[src/rtl/admit_pkg.sv]
package admit_pkg;
  localparam int NSTAT   = 3;
  localparam int RSN_W   = 3;
  localparam int NREASON = 7;

  typedef enum logic [RSN_W-1:0] {
    RSN_NONE     = 3'd0,
    RSN_DISABLED = 3'd1,
    RSN_NOADDR   = 3'd2,
    RSN_FCVIOL   = 3'd3,
    RSN_EMPTY    = 3'd4,
    RSN_BESTEFF  = 3'd5,
    RSN_SPAN     = 3'd6
  } reason_e;

  localparam int ST_NOADDR = 0;
  localparam int ST_FCVIOL = 1;
  localparam int ST_SPAN   = 2;
endpackage

[src/rtl/admit_status.sv]
module admit_status
  import admit_pkg::*;
(
  input  logic             clk,
  input  logic             rst,
  input  logic [NSTAT-1:0] set_vec,
  input  logic [NSTAT-1:0] clr_vec,
  input  logic [NSTAT-1:0] irq_mask,
  output logic [NSTAT-1:0] status,
  output logic             irq
);
  logic [NSTAT-1:0] status_d;

  for (genvar g = 0; g < NSTAT; g++) begin : g_bit
    assign status_d[g] = set_vec[g] | (status[g] & ~clr_vec[g]);

    always_ff @(posedge clk) begin
      if (rst) status[g] <= 1'b0;
      else     status[g] <= status_d[g];
    end

    a_r10_sticky: assert property (@(posedge clk) disable iff (rst)
      (status[g] && !clr_vec[g]) |=> status[g]);
    a_r10_set_wins: assert property (@(posedge clk) disable iff (rst)
      set_vec[g] |=> status[g]);
  end

  always_ff @(posedge clk) begin
    if (rst) irq <= 1'b0;
    else     irq <= |(status_d & ~irq_mask);
  end

  a_r11_irq_source: assert property (@(posedge clk) disable iff (rst)
    irq |-> (status != '0));
endmodule

[config.mk]
export PLATFORM = sky130hd
export DESIGN_NAME = admit_status
export DESIGN_NICKNAME = d
export VERILOG_FILES = /design/src/rtl/admit_pkg.sv /design/src/rtl/admit_status.sv
export SDC_FILE = /design/constraint.sdc
export NUM_CORES = 1
export LEC_CHECK = 0
export BUFFER_PORTS_ARGS = -buffer_cell sky130_fd_sc_hd__clkbuf_2
export CAP_MARGIN = 20
export CORE_AREA = 5 5 42 44
export CTS_CLUSTER_SIZE = 20
export DETAILED_ROUTE_END_ITERATION = 7
export DIE_AREA = 0 0 47 49
export HOLD_SLACK_MARGIN = 0.15
export PLACE_DENSITY_LB_ADDON = 0.08
export SYNTH_ARGS = -nofsm -noshare
export SYNTH_HDL_FRONTEND = slang
export SYNTH_SLANG_ARGS = --single-unit
[constraint.sdc]
create_clock -name clk -period 1.1 [get_ports clk]
set_input_delay 0.055 -clock clk [delete_from_list [all_inputs] [get_ports clk]]
set_output_delay 0.055 -clock clk [all_outputs]
set_load 0.02 [all_outputs]
; Word level (Yosys, flattened, before mapping)
; Cells that the tools add are included.
[word_totals]
ff_bits = 4
latch_bits = 0
mem_bits_rw = 0
romBits = 0
in_bits = 11
n_memories = 0
[op_classes]
addsub = 0
mul = 0
div = 0
order_cmp = 0
eq_ne = 0
n_shift = 0
mux = 0
n_bitwise = 11
reduce_logical = 1
[op_table]
columns = operator, n
row1 = $and 1x1->1, 3
row2 = $and 3x3->3, 1
row3 = $not 1->1, 3
row4 = $not 3->3, 1
row5 = $or 1x1->1, 3
row6 = $reduce_or 3->1, 1

; Depth between registers and ports, before layout
[depth]
word_depth = 5
depth_mapped = 3

; Worst setup path after synthesis
; Ideal clock, no wire load.
[synth_path]
kind = register to register
startpoint = register status[2]
endpoint = register irq
setup_ns = 0.095
arrival_ns = 0.864
t_required_ns = 1.005
slack_ns = 0.140
path_stages_with_launch = 4
period_less_slack_ns = 0.960
cell_sequence = dfxtp_1 nand2b_4 a211o_1 o311ai_1
[synth_between]
elab_chain_len = 4
[synth_rtl]
columns = item, line_no
row1 = start: declaration, admit_status.sv:9  ; output logic [NSTAT-1:0] status,
row2 = start signal: indexed assignment, admit_status.sv:19  ; else status[g] <= status_d[g];
row3 = $and 1x1->1, admit_status.sv:15  ; assign status_d[g] = set_vec[g] | (status[g] & ~clr_vec[g]);
row4 = $or 1x1->1, admit_status.sv:15
row5 = $and 3x3->3, admit_status.sv:30  ; else irq <= |(status_d & ~irq_mask);
row6 = $reduce_or 3->1, admit_status.sv:30
row7 = end signal: assignment, admit_status.sv:30
row8 = end: declaration, admit_status.sv:10  ; output logic irq
; No other way between the ends.
; A chain may end at the register's enable or synchronous reset.

; Final worst setup path
[layout_path]
startpoint = input clr_vec[2]
endpoint = register irq
[layout_between]
elab_chain_len = 5
[layout_rtl]
columns = item, line_no
row1 = start: declaration, admit_status.sv:7  ; input logic [NSTAT-1:0] clr_vec,
row2 = $not 1->1, admit_status.sv:15
row3 = $and 1x1->1, admit_status.sv:15
row4 = $or 1x1->1, admit_status.sv:15
row5 = $and 3x3->3, admit_status.sv:30
row6 = $reduce_or 3->1, admit_status.sv:30
; No other way between the ends.

==> flow_summary.json <==
{
  "outcome": "finished, final reports clean",
  "switching_share": 0.238,
  "antenna_found_initial": 0,
  "r2r_slack_ps": 230,
  "avgSynthCellArea_sq_um": 9.85,
  "crit_arrival_ps": 1180,
  "clockRootBuffer": "clkbuf_4",
  "die_y_microns": 49,
  "io_pins": 15,
  "detail_route.wl_per_cell_microns": 8.88,
  "fin_crit_ps": 1040,
  "p_leak_nw": 0.175,
  "syn_inst": 16,
  "ir_drop_mv": 0.471,
  "skew_ps": 0.421,
  "cts_inserted_buffers": 3,
  "yosysWarnings": 0,
  "numClockSinks": 4,
  "slew_headroom": 0.851,
  "timing.fmax_ghz": 0.964,
  "cts_resized": 0,
  "row_count": 14,
  "cts_buffer_depth": 2,
  "multiInputGateArea_sq_um": 70.1,
  "power.density_nw_per_um2": 1230,
  "cp_max_fo": 2,
  "grt_pass1_vias": 206,
  "internal-power_mw": 0.329,
  "hold_viol": 0,
  "required_ps": 1240,
  "synth_top_area_share": 0.508,
  "max-cap-violations": 0,
  "cp-end-kind": "flip-flop",
  "r2r-end": "irq$_SDFF_PP0_",
  "drc": 0,
  "vias": 207,
  "postCtsSetupBuffers": 0,
  "clk_pin_slew_ps": 40,
  "worst_pin_slew_ps": 220,
  "clkLatencyLatePin_ps": 230,
  "postRouteAntennaNets": 0,
  "antenna_cells": 0,
  "synth.cell_area_sq_um": 158,
  "filler_cell_count": 156,
  "setup_total_negative_slack_ps": 0,
  "rsz0062_at_grt": "false",
  "die-area_sq_um": 2300,
  "core_sq_um": 1400,
  "pwr-share-clk": 0.424,
  "place.gp.congestion": 0.608,
  "drt_wl_total_microns": 506,
  "holdPathStages": 4,
  "path_class": "primary input to flip-flop",
  "port_buffers": 14,
  "first_pass_iters": 2,
  "cts_tree": "done",
  "grt-ovfl-total": 0,
  "regArea_sq_um": 80.1,
  "syn_nets": 27,
  "layout-drive-gt1-share": 0.463,
  "area_growth_pct": 122,
  "p_sw_mw": 0.103,
  "ys_top_cells_by_area": "dfxtp_1 51%, nand2b_4 8.7%, a21oi_1 6.3%, o21ba_2 6.3%, a211o_1 5.6%",
  "grt_pass1_wl_microns": 772,
  "initial_core_util": 0.112,
  "min_delay_worst_endpoint": "irq$_SDFF_PP0_",
  "p_comb_frac": 0.201,
  "reg2reg_from": "status[2]$_SDFF_PP0_",
  "grt_max_degree": 7,
  "rr_worst_depth": 3,
  "nNetsFinal": 54,
  "h-tree-depth": 1,
  "worst_setup_path_start_kind": "primary input",
  "hpwl_microns": 402,
  "seqPwrFrac": 0.375,
  "post-route-period-util": 0.943,
  "hp-start": "irq_mask[0]",
  "p_total_mw": 0.432,
  "ys_seq_area_frac": 0.508,
  "die-width_microns": 47,
  "grt_use_total": 0.0514,
  "vias_per_cell": 3.63,
  "first_iter_violations": 2,
  "hold_path.class": "primary input to flip-flop",
  "drv_slew": 0,
  "ys_ff_latch": 4,
  "ys_types": 10,
  "final-setup-viol-count": 0,
  "synth_top_area_cell": "dfxtp_1"
}
-- repair_timing --
| item | CTS | global route |
|---|---|---|
| hold buffers | 8 | 0 |
| endpoints found under the setup margin | 0 | 0 |
| endpoints found under the hold margin | 4 | 0 |
-- final cells by class --
class | count | share of cell area
repair buffers | 22 | 0.429
flip-flops and latches | 4 | 0.229
multi-input cells | 10 | 0.200
clock buffers | 3 | 0.0643
well taps | 16 | 0.0571
inverters | 2 | 0.0214
-- cells by family after synthesis --
kind of cell           Yosys count  synth area share
AO/OA/AOI/OAI                    6             0.270
AND/OR/NAND/NOR                  4             0.175
flip-flops                       4             0.508
buffers and inverters            2            0.0476
-- per-stage QoR --
stage	hold WS, ps	std cells	cell area [sq um]	worst slack [ps]	util
floorplan	124	16	158	140	-
global placement	291	46	248	226	0.177
detailed placement	288	46	248	217	0.177
CTS	152	57	350	57.7	0.250
global route	159	57	350	25.6	0.250
finish	146	57	350	62.5	0.250
-- critical path: stages --
cell	delay (ps)
dlygate4sd3_1	540
clkbuf_2	110
nand2b_4	130
a211o_1	280
o311ai_1	70
-- routing by layer --
layer  GRT usage  vias up  share of wire
met2      0.0724       11           0.46
met5           0        -              0
met3      0.0701        0           0.17
li1            -      106              -
met4      0.0138        0              0
met1      0.0419       90           0.37
-- registers in the layout, indices dropped and copies added (netlist names) --
register / count
status: 3
irq: 1
-- synthesized netlist by cell type --
cell type  count
a211o_1        1
o21ai_0        1
inv_1          2
nor2_1         2
dfxtp_1        4
nor2b_1        1
o311ai_1       1
nand2b_4       1
a21oi_1        2
o21ba_2        1
-- power by group through the flow --
stage	clock, mW	combinational (mW)	sequential, mW
after floorplan	0	0.0183	0.178
after global placement	0	0.0652	0.164
after detailed placement	0	0.0659	0.165
after CTS	0.196	0.0883	0.162
after global routing	0.213	0.0955	0.163
final	0.183	0.0867	0.162
-- worst max path at each step --
| stage | startpoint | endpoint | slack, ps | cells past startpoint |
|---|---|---|---|---|
| final | clr_vec[2] | irq$_SDFF_PP0_ | 60 | 5 |
| after global placement | status[2]$_SDFF_PP0_ | irq$_SDFF_PP0_ | 230 | 3 |
| after detailed placement | status[2]$_SDFF_PP0_ | irq$_SDFF_PP0_ | 220 | 3 |
| after global routing | clr_vec[2] | irq$_SDFF_PP0_ | 30 | 5 |
| after floorplan | status[2]$_SDFF_PP0_ | irq$_SDFF_PP0_ | 140 | 3 |
| after CTS | clr_vec[2] | irq$_SDFF_PP0_ | 60 | 5 |
-- placed cells by master (no fill, tap or decap), types with 2 or more instances in the layout --
master         synthesis  routed
clkbuf_2               0      14
dlygate4sd3_1          0       8
dfxtp_1                4       4
clkbuf_4               0       3
inv_1                  2       2
a21oi_1                2       2
nor2_1                 2       2
Note: power is estimated with default switching activity, not from simulation.
